[src/rtl/atomic_word_pkg.sv]
package atomic_word_pkg;
  typedef enum logic [2:0] {
    OP_READ  = 3'd0,
    OP_WRITE = 3'd1,
    OP_LL    = 3'd2,
    OP_SC    = 3'd3,
    OP_CAS   = 3'd4
  } opCode_t;

  typedef struct packed {
    logic    capFirst;
    logic    capSecond;
    logic    exec;
    logic    selSecond;
    opCode_t op;
  } ctrlStrobe_t;
endpackage

[src/rtl/atomic_word_ctrl.sv]
module atomic_word_ctrl
  import atomic_word_pkg::*;
(
  input  logic        clk,
  input  logic        rstN,
  input  logic        cmdValid,
  output logic        cmdReady,
  input  logic [2:0]  cmdOp,
  output logic        rspValid,
  input  logic        rspReady,
  output logic        rspLast,
  output ctrlStrobe_t strobe
);
  typedef enum logic [2:0] {S_IDLE, S_SECOND, S_EXEC, S_RSP0, S_RSP1} state_t;
  state_t  state, stateNext;
  opCode_t opReg, opIn;

  always_comb begin
    case (cmdOp)
      3'd1:    opIn = OP_WRITE;
      3'd2:    opIn = OP_LL;
      3'd3:    opIn = OP_SC;
      3'd4:    opIn = OP_CAS;
      default: opIn = OP_READ;
    endcase
  end

  assign cmdReady = (state == S_IDLE) || (state == S_SECOND);
  assign rspValid = (state == S_RSP0) || (state == S_RSP1);
  assign rspLast  = (state == S_RSP1) || ((state == S_RSP0) && (opReg != OP_LL));

  always_comb begin
    stateNext        = state;
    strobe.capFirst  = 1'b0;
    strobe.capSecond = 1'b0;
    strobe.exec      = 1'b0;
    strobe.selSecond = (state == S_RSP1);
    strobe.op        = opReg;
    case (state)
      S_IDLE: if (cmdValid) begin
        strobe.capFirst = 1'b1;
        stateNext = (opIn == OP_SC || opIn == OP_CAS) ? S_SECOND : S_EXEC;
      end
      S_SECOND: if (cmdValid) begin
        strobe.capSecond = 1'b1;
        stateNext = S_EXEC;
      end
      S_EXEC: begin
        strobe.exec = 1'b1;
        stateNext = S_RSP0;
      end
      S_RSP0: if (rspReady) stateNext = (opReg == OP_LL) ? S_RSP1 : S_IDLE;
      S_RSP1: if (rspReady) stateNext = S_IDLE;
      default: stateNext = S_IDLE;
    endcase
  end

  always_ff @(posedge clk) begin
    if (!rstN) begin
      state <= S_IDLE;
      opReg <= OP_READ;
    end else begin
      state <= stateNext;
      if (strobe.capFirst) opReg <= opIn;
    end
  end
endmodule

[src/rtl/atomic_word_dp.sv]
module atomic_word_dp
  import atomic_word_pkg::*;
#(
  parameter int DEPTH       = 16,
  parameter int RES_ENTRIES = 4,
  localparam int ADDR_W     = $clog2(DEPTH),
  localparam int PTR_W      = (RES_ENTRIES > 1) ? $clog2(RES_ENTRIES) : 1
) (
  input  logic              clk,
  input  logic              rstN,
  input  ctrlStrobe_t       strobe,
  input  logic [ADDR_W-1:0] cmdAddr,
  input  logic [31:0]       cmdData,
  output logic [31:0]       rspData
);
  logic [31:0]       mem [DEPTH];
  logic [ADDR_W-1:0] addrReg;
  logic [31:0]       word0, word1, res0, res1, sigCount;
  logic [31:0]       curWord;
  logic              resValid [RES_ENTRIES];
  logic [ADDR_W-1:0] resAddr  [RES_ENTRIES];
  logic [31:0]       resSig   [RES_ENTRIES];
  logic [PTR_W-1:0]  allocPtr;
  logic [RES_ENTRIES-1:0] addrHit, sigHit;
  logic              scHit, clearAddr, doWrite;
  logic [31:0]       writeVal;

  assign curWord = mem[addrReg];

  for (genvar g = 0; g < RES_ENTRIES; g++) begin : g_match
    assign addrHit[g] = resValid[g] && (resAddr[g] == addrReg);
    assign sigHit[g]  = addrHit[g] && (resSig[g] == word1);
  end
  assign scHit = |sigHit;

  always_comb begin
    doWrite  = 1'b0;
    writeVal = word0;
    case (strobe.op)
      OP_WRITE: doWrite = 1'b1;
      OP_SC:    doWrite = scHit;
      OP_CAS: begin
        doWrite  = (curWord == word0);
        writeVal = word1;
      end
      default: doWrite = 1'b0;
    endcase
    clearAddr = strobe.exec && doWrite;
  end

  assign rspData = strobe.selSecond ? res1 : res0;

  always_ff @(posedge clk) begin
    if (!rstN) begin
      for (int i = 0; i < DEPTH; i++) mem[i] <= '0;
      for (int i = 0; i < RES_ENTRIES; i++) begin
        resValid[i] <= 1'b0;
        resAddr[i]  <= '0;
        resSig[i]   <= '0;
      end
      addrReg  <= '0;
      word0    <= '0;
      word1    <= '0;
      res0     <= '0;
      res1     <= '0;
      sigCount <= 32'd1;
      allocPtr <= '0;
    end else begin
      if (strobe.capFirst) begin
        addrReg <= cmdAddr;
        word0   <= cmdData;
      end
      if (strobe.capSecond) word1 <= cmdData;
      if (strobe.exec) begin
        res0 <= (strobe.op == OP_READ || strobe.op == OP_LL) ? curWord :
                (strobe.op == OP_WRITE) ? 32'd0 : {31'd0, !doWrite};
        if (doWrite) mem[addrReg] <= writeVal;
        if (strobe.op == OP_LL) begin
          res1               <= sigCount;
          sigCount           <= sigCount + 32'd1;
          resValid[allocPtr] <= 1'b1;
          resAddr[allocPtr]  <= addrReg;
          resSig[allocPtr]   <= sigCount;
          allocPtr <= (allocPtr == PTR_W'(RES_ENTRIES - 1)) ? '0 : allocPtr + 1'b1;
        end
      end
      if (clearAddr)
        for (int i = 0; i < RES_ENTRIES; i++)
          if (addrHit[i]) resValid[i] <= 1'b0;
    end
  end
endmodule

[src/rtl/atomic_word_unit.sv]
module atomic_word_unit
  import atomic_word_pkg::*;
#(
  parameter int DEPTH       = 16,
  parameter int RES_ENTRIES = 4,
  localparam int ADDR_W     = $clog2(DEPTH)
) (
  input  logic              clk,
  input  logic              rstN,
  input  logic              cmdValid,
  output logic              cmdReady,
  input  logic [2:0]        cmdOp,
  input  logic [ADDR_W-1:0] cmdAddr,
  input  logic [31:0]       cmdData,
  output logic              rspValid,
  input  logic              rspReady,
  output logic [31:0]       rspData,
  output logic              rspLast
);
  ctrlStrobe_t strobe;

  atomic_word_ctrl u_ctrl (
    .clk(clk), .rstN(rstN), .cmdValid(cmdValid), .cmdReady(cmdReady),
    .cmdOp(cmdOp), .rspValid(rspValid), .rspReady(rspReady),
    .rspLast(rspLast), .strobe(strobe)
  );

  atomic_word_dp #(.DEPTH(DEPTH), .RES_ENTRIES(RES_ENTRIES)) u_dp (
    .clk(clk), .rstN(rstN), .strobe(strobe), .cmdAddr(cmdAddr),
    .cmdData(cmdData), .rspData(rspData)
  );
endmodule

[config.mk]
export PLATFORM = sky130hd
export DESIGN_NAME = atomic_word_unit
export DESIGN_NICKNAME = d
export VERILOG_FILES = /design/src/rtl/atomic_word_pkg.sv /design/src/rtl/atomic_word_ctrl.sv /design/src/rtl/atomic_word_dp.sv /design/src/rtl/atomic_word_unit.sv
export SDC_FILE = /design/constraint.sdc
export NUM_CORES = 1
export LEC_CHECK = 0
export CAP_MARGIN = 30
export CELL_PAD_IN_SITES_DETAIL_PLACEMENT = 1
export CELL_PAD_IN_SITES_GLOBAL_PLACEMENT = 2
export CORE_MARGIN = 4
export CORE_UTILIZATION = 47
export DETAILED_ROUTE_END_ITERATION = 7
export GPL_TIMING_DRIVEN = 0
export PLACE_DENSITY_LB_ADDON = 0.1
export RECOVER_POWER = 50
export SLEW_MARGIN = 10
export SYNTH_ARGS = -nofsm -noshare
export SYNTH_HDL_FRONTEND = slang
export SYNTH_SLANG_ARGS = --single-unit
[constraint.sdc]
create_clock -name clk -period 12.38 [get_ports clk]
set_input_delay 2.476 -clock clk [delete_from_list [all_inputs] [get_ports clk]]
set_output_delay 2.476 -clock clk [all_outputs]
set_load 0.03 [all_outputs]
======== Word level (Yosys, flattened, before mapping) ========
Memories as Yosys holds them, arrays and structs flattened. A register that Yosys moved wholly into a read port is not among the register bits.
Index checks and enable logic that the tools add are counted.
word-level totals
  word-level logic and storage cells ...... 134
  memories ................................ 4
  memory bits (writable) .................. 660
  input port bits ......................... 43
  register bits ........................... 172
cells by class
  bitwise logic cells ..................... 4
  reduce and logical (&&, ||, !) cells .... 25
  equality and inequality tests ........... 29
  multiplexer cells ....................... 61
  add/subtract/negate cells ............... 2
memories
  name           depth  bits a word  rd ports  clocked after memory_dff  write ports  RTL line              text
  u_dp.mem       16     32           1         1                         16           atomic_word_dp.sv:16  logic [31:0] mem [DEPTH];
  u_dp.resSig    4      32           4         0                         4            atomic_word_dp.sv:22  logic [31:0] resSig [RES_ENTRIES];
  u_dp.resAddr   4      4            4         0                         4            atomic_word_dp.sv:21  logic [ADDR_W-1:0] resAddr [RES_ENTRIES];
  u_dp.resValid  4      1            4         0                         4            atomic_word_dp.sv:20  logic resValid [RES_ENTRIES];
operators by type and width
  kind                     number
  $eq A32 B32 Y1           5
  $mux W32                 5
  $reduce_or A32 Y1        2
  $mux W1                  39
  $add A32 B1 Y32 const B  1
  $eq A3 B2 Y1 const B     7
  $eq A4 B4 Y1             4
  $mux W4                  4
  $mux W3                  5
  $pmux W3 S5              1
  $eq A3 B3 Y1 const B     4
  $pmux W3 S4              1
  $logic_and A1 B1 Y1      10
  $mux W2                  5
  $eq A3 B1 Y1 const B     3
  $ne A2 B2 Y1 const B     4
  $reduce_or A4 Y1         2
  $logic_not A3 Y1         2
  $logic_or A1 B1 Y1       5
  $or A1 B1 Y1             4
  $reduce_and A4 Y1        1
  $ne A3 B2 Y1 const B     1
  $pmux W1 S3              1
  $add A2 B1 Y2 const B    1
  other kinds (4)          4

======== Longest topological paths before layout ========
Gate-level depths: netlist of run 1.
An unclocked memory read counts as a cell.
  depth in word-level cells ............... 12
  gate-level depth with buffers ........... 16

======== By module ========
From an unflattened synthesis of run 1, not the netlist that was laid out.
unflattened totals
  cell total of the unflattened synthesis .. 2986
  area, all modules ....................... 40382.5 µm²
modules (own cells, without submodules)
  module            area each (µm²)  times used  cells each  seq. area each (µm²)
  atomic_word_dp    39954.6          1           2938        23182.2
  atomic_word_ctrl  427.9            1           48          120.1

======== Least setup slack after synthesis of run 1 ========
OpenSTA, ideal clock, no wires.
  path type ............................... input -> register
  start point ............................. input rstN
  end point ............................... memory u_dp.mem[4][0], enable pin
  data arrival time ....................... 5631 ps
  stages on the path ...................... 6
  buffers on the path ..................... 1
  setup time .............................. 466 ps
  path slack .............................. 6284 ps
  cell sequence ........................... inv_1 > nor3b_1 > and4_1 > a21oi_2 > buf_2 > o21ai_0
RTL lines
  element          RTL line               text
  start, declared  atomic_word_unit.sv:9  input logic rstN,
  end, declared    atomic_word_dp.sv:16

==> results_dict.tcl, run 1 <==
set metrics [dict create \
    fin_crit_sh_pct 78.5 \
    antenna_cells 0 \
    clk_latency_ns 0.66 \
    grt_pass1_vias 28500 \
    numCtsBuffers 92 \
    synth_simple_gate_area_share_pct 14.7 \
    grtUsageTotal_pct 36.5 \
    first_pass_iters 5 \
    setup_viol 0 \
    ys_seq_area_share_pct 61.2 \
    synth_compound_area_share_pct 5.09 \
    crit_path_end_kind "flip-flop" \
    overflow 0 \
    initial_core_util_pct 47.3 \
    cts_max_path_buffers 3 \
    fin_cells 4430 \
    synth_top_family_by_area "simple AND/OR/NAND/NOR gates" \
    synthAdderAreaFrac_pct 0.164 \
    synthToLayoutAreaGrowth_pct 15.9 \
    grt_pass1_wl_mm 220 \
    via_count 27800 \
    path_max_fanout 13 \
    p_per_area_nw_per_um2 152 \
    ys.flop_type "edfxtp_1" \
    drt_iter0_drc 3673 \
    netlist_area_um2 38100 \
    final_cell_mix "656 x edfxtp_1, 540 x nor2_1, 341 x nand2_1" \
    antenna_left 0 \
    synthArstFlopShare_pct 0 \
    max-cap-violations 7 \
    hold_ws_ns 0.451 \
    layout.nets 3348 \
    die_w_um 293 \
    report.final.slew_viol_count 111 \
    drive_above_1_share_pct 12.8 \
    io_pins 78 \
    syn_inst 3075 \
    outcome "finished, violations left" \
    fin_worst_skew_ns 0.0258 \
    final_util_pct 54.9 \
    globalplace.congestion 0.935 \
    synth_nets 3123 \
    via_per_inst 6.28 \
    final_common_cell "edfxtp_1" \
    cts_root_buf "clkbuf_16" \
    dieArea_um2 85600 \
    drc 0 \
    violations "capacitance limit, slew limit" \
    crit_path_start_kind "flip-flop" \
    synth-seq-cells 836 \
    antenna_found_initial 7 \
    setup_tns_ns 0 \
    synth_mux_area_share_pct 10.5 \
    post-cts-setup-buffer-count 0 \
    synth_cell_types 62 \
    yosysWarnings 0 \
    cts_hold_buffers 0 \
    coreArea_um2 80400 \
    required_ns 12.76 \
    hold_viol 0 \
    h-tree-depth 3 \
    wl_mm 158 \
    ctsResizeCount 0 \
    clock-sinks 836 \
    ir_drop_v 0.000113 \
    grt_max_degree 26 \
    syn_avg_cell_area_um2 12.4 \
    leakage_nw 15.2 \
    critical_path_arrival_ns 10.10 \
    rows 104 \
    die_h_um 293 \
    max_freq_mhz 103 \
    rsz0062_at_grt "no" \
    max_slew.worst_pin.slew_ns 2.29 \
    cts_tree "yes" \
    path_clk_slew_ns 0.06 \
    wl_per_cell_um 35.7 \
    hp-class "flip-flop to flip-flop" \
    dp_cells 4263 \
    synth_edf_count 656 \
    io_buffer_count 77 \
    place_hpwl_mm 115 \
    criticalPathCategory "flip-flop to flip-flop" \
    synth_xor_area_share_pct 4.83 \
    min_period_ns 9.72 \
    max_slew_margin_pct -54.1 \
]
==> registers in the layout (all words and copies together), names as in the netlist, named ones only <==
name,cells
u_ctrl.opReg,3
u_ctrl.state,3
u_dp.addrReg,4
u_dp.allocPtr,2
u_dp.mem,512
u_dp.res0,32
u_dp.res1,32
u_dp.resAddr,16
u_dp.resSig,128
u_dp.resValid,4
u_dp.sigCount,32
u_dp.word0,32
u_dp.word1,32
==> where the power goes <==
part           switching (mW)  internal [mW]
combinational           0.529          0.254
sequential             0.0592           3.12
clock                    1.17           1.59
total                    1.75           4.96
==> worst max-delay path, stage by stage, from the launching register on <==
cell and delay (ns):
dfxtp_1 0.29, clkbuf_1 0.27, clkbuf_1 0.44, clkbuf_1 0.65
inv_1 0.74, clkbuf_1 1.40, clkbuf_1 1.29, mux2i_1 0.31
mux2i_1 0.83, xor2_1 0.21, nor2_1 0.09, and4b_1 0.33
and4_1 0.26, a21oi_1 0.77, clkbuf_1 0.80, o21ai_4 0.37
buf_16 0.28
==> cells in the mapped netlist (all sizes together) (8+ instances only) <==
library cell,number,area [um2]
nand2,341,1280
nand2b,8,50.1
a21oi,20,115
xor2,61,534
nand4,34,213
nor2,541,2030
xnor2,149,1310
buf,102,780
edfxtp,656,19700
inv,13,48.8
and2,151,945
a22oi,28,210
nor3,19,95.1
a21boi,82,616
and4,8,70.1
nor2b,31,194
and3,48,300
nor4,23,150
mux2i,92,921
dfxtp,180,3600
o21ai,38,190
nand3,18,90.1
mux2,80,901
mux4,97,2180
a21o,32,240
clkbuf,127,477
a22o,17,149
or3,8,50.1
==> path summary, 6_finish.rpt <==
check	cells after the start	end	from	slack [ns]
max	16	u_dp.mem[6][19]	flip-flop	2.66
min	1	u_dp.res1[30]	u_dp.res1[30]	0.45
max reg2reg	16	u_dp.mem[6][19]	flip-flop	2.66
min reg2reg	1	u_dp.res1[30]	u_dp.res1[30]	0.45
==> logic make-up (layout without fill, tap and decap cells) <==
family | after synthesis | count (layout)
xor gates and xnor gates | 210 | 210
buffers and inverters | 242 | 537
DFF | 836 | 836
adders and majority gates | 5 | 5
muxes | 269 | 269
and+or+nand+nor | 1245 | 1245
AOI/OAI and AO/OA | 268 | 268
==> metal layers <==
metal / up-vias / global-route usage, % / part of all wire [%]
met5: - / 0 / 0.0082
met4: 2 / 15.0 / 5.0
met2: 1720 / 57.0 / 45
met3: 412 / 8.92 / 11
li1: 11300 / - / -
met1: 14300 / 49.3 / 39
==> stage by stage <==
step                      instance area, um2  setup WS (ns)  total power [mW]
after CTS                              44400           5.88              6.70
after floorplan                        38100           6.28              3.60
after detailed placement               41500           5.88              3.99
after global placement                 40100         0.0465              3.95
final                                  44100           2.66              6.72
after global routing                   44100           2.94              6.86
==> final cells by class <==
cell class | count | area (um2)
fill | 8123 | 36300
sequential | 836 | 23300
multi-input combinational | 1997 | 13600
clock buffer | 118 | 2520
timing repair buffer | 131 | 1820
tap | 1060 | 1330
buffer | 229 | 1070
clock inverter | 46 | 420
inverter | 13 | 48.8
Power figures use the tool's default switching activity.
==> inputs of run 2 (changes only) <==
--- a/config.mk
+++ b/config.mk
@@ -9,7 +9,7 @@
 export CELL_PAD_IN_SITES_DETAIL_PLACEMENT = 1
 export CELL_PAD_IN_SITES_GLOBAL_PLACEMENT = 2
 export CORE_MARGIN = 4
-export CORE_UTILIZATION = 47
+export CORE_UTILIZATION = 44
 export DETAILED_ROUTE_END_ITERATION = 7
 export GPL_TIMING_DRIVEN = 0
 export PLACE_DENSITY_LB_ADDON = 0.1
==> constraint.sdc (replaced) <==
create_clock -name clk -period 9.6 [get_ports clk]
set_input_delay 1.92 -clock clk [delete_from_list [all_inputs] [get_ports clk]]
set_output_delay 1.92 -clock clk [all_outputs]
set_load 0.03 [all_outputs]
==> results_dict.tcl, run 2 (synthesis results as in run 1) <==
set metrics [dict create \
    outcome "finished, violations left" \
    violations "capacitance limit, slew limit" \
    final_util_pct 51.9 \
    max_slew_margin_pct -25.5 \
    synthToLayoutAreaGrowth_pct 16.5 \
    m1WireLength_mm 65.1 \
    reg_top3 "u_dp.mem x512, u_dp.resSig x128" \
    required_ns 9.96 \
    setup_tns_ns 0 \
    drive_above_1_share_pct 13.0 \
    die_h_um 302 \
    coreArea_um2 85400 \
    place_hpwl_mm 116 \
    rows 107 \
    path_clk_slew_ns 0.06 \
    h-tree-depth 3 \
    cts_hold_buffers 0 \
    io_pins 78 \
    setup_viol 0 \
    fin_ws_ns 1.55 \
    dieArea_um2 91200 \
    dpl_cell_area_um2 41600 \
    antenna_left 0 \
    drt_iter0_drc 3903 \
    max_slew.worst_pin.slew_ns 1.88 \
    hold_viol 0 \
    rsz0062_at_grt "no" \
    wl_per_cell_um 34.9 \
    overflow 0 \
    initial_core_util_pct 44.5 \
    first_pass_iters 7 \
    grt_pass1_vias 28400 \
    antenna_cells 0 \
    criticalPathCategory "flip-flop to flip-flop" \
    clk_latency_ns 0.66 \
    via_per_inst 6.18 \
    post-cts-setup-buffer-count 0 \
    path_max_fanout 10 \
    maxUsedRoutingLayer "met4" \
    globalplace.congestion 0.929 \
    ctsResizeCount 0 \
    wl_mm 158 \
    largest_register_ffs 512 \
    clock-sinks 836 \
    final_area_um2 44300 \
    final_common_cell "edfxtp_1" \
    dr_wl_met2_mm 67.9 \
    grt_max_degree 25 \
    hold_ws_ns 0.447 \
    layout.nets 3350 \
    p_per_area_nw_per_um2 195 \
    grt_pass1_wl_mm 219 \
    critical_path_arrival_ns 8.41 \
    cts_tree "yes" \
    max-cap-violations 8 \
    fin_cells 4524 \
    io_buffer_count 77 \
    met3_length_mm 17.8 \
    antenna_found_initial 4 \
    numCtsBuffers 93 \
    p_total_mw 8.64 \
    die_w_um 302 \
    ir_drop_v 0.000147 \
    final_cell_mix "656 x edfxtp_1, 540 x nor2_1, 341 x nand2_1" \
    top_register "u_dp.mem" \
    hp-class "flip-flop to flip-flop" \
    drc 0 \
    report.final.slew_viol_count 97 \
    fin_crit_sh_pct 83.9 \
    min_period_ns 8.05 \
    dp_cells 4347 \
    fin_worst_skew_ns 0.0219 \
    regToRegSetupSlack_ns 1.55 \
    preCtsSetupSlack_ns 3.27 \
    max_freq_mhz 124 \
    cts_root_buf "clkbuf_16" \
    crit_path_start_kind "flip-flop" \
    leakage_nw 15.3 \
    cts_max_path_buffers 3 \
    hp-start "u_dp.res1[26]" \
    via_count 28000 \
    crit_path_end_kind "flip-flop" \
    grtUsageTotal_pct 34.6 \
]
-- run 2: changes by cell type in the layout (fill, tap and decap cells not counted), sizes merged --
cell and change:
bufinv -4, clkbuf +9, clkdlybuf4s50 -17, clkinv +3, clkinvlp -1, dlygate4sd3 +17, inv +3
-- run 2: path summary, 6_finish.rpt --
check,end,depth (start not counted)
setup / recovery,u_dp.mem[6][3],16
hold / removal,u_dp.res1[26],1
setup reg to reg,u_dp.mem[6][3],16
hold reg to reg,u_dp.res1[26],1
-- run 2: worst max-delay path, cell delays in order, from the launching register on --
cell and delay [ns]:
dfxtp_1 0.30, buf_4 0.19, buf_6 0.18, buf_6 0.19, inv_1 0.43, clkbuf_1 1.17
clkbuf_1 1.43, mux2i_1 0.55, mux2i_1 0.72, xor2_1 0.19, nor2_1 0.05, and4b_1 0.27
and4_1 0.22, a21oi_1 0.61, buf_6 0.29, clkbuf_1 0.73, nor2_1 0.16
-- run 2: final cells by class --
type	instances	area [um2]
plain buffers	229	1090
flip-flops and latches	836	23300
clock buffers	126	2610
fillers	8822	41100
inverters	13	48.8
well taps	1144	1430
clock inverters	47	345
repair buffers	132	1860
multi-input cells	1997	13600
-- run 2: report_power, final --
part | internal (mW) | switching (mW)
combinational | 0.327 | 0.690
sequential | 4.02 | 0.0712
clock | 2.01 | 1.53
-- run 2: routing by layer --
metal / global-route usage [%] / vias to the layer above
met5: 0 / -
met4: 14.0 / 0
li1: - / 11400
met3: 7.93 / 349
met1: 49.9 / 14500
met2: 51.0 / 1755
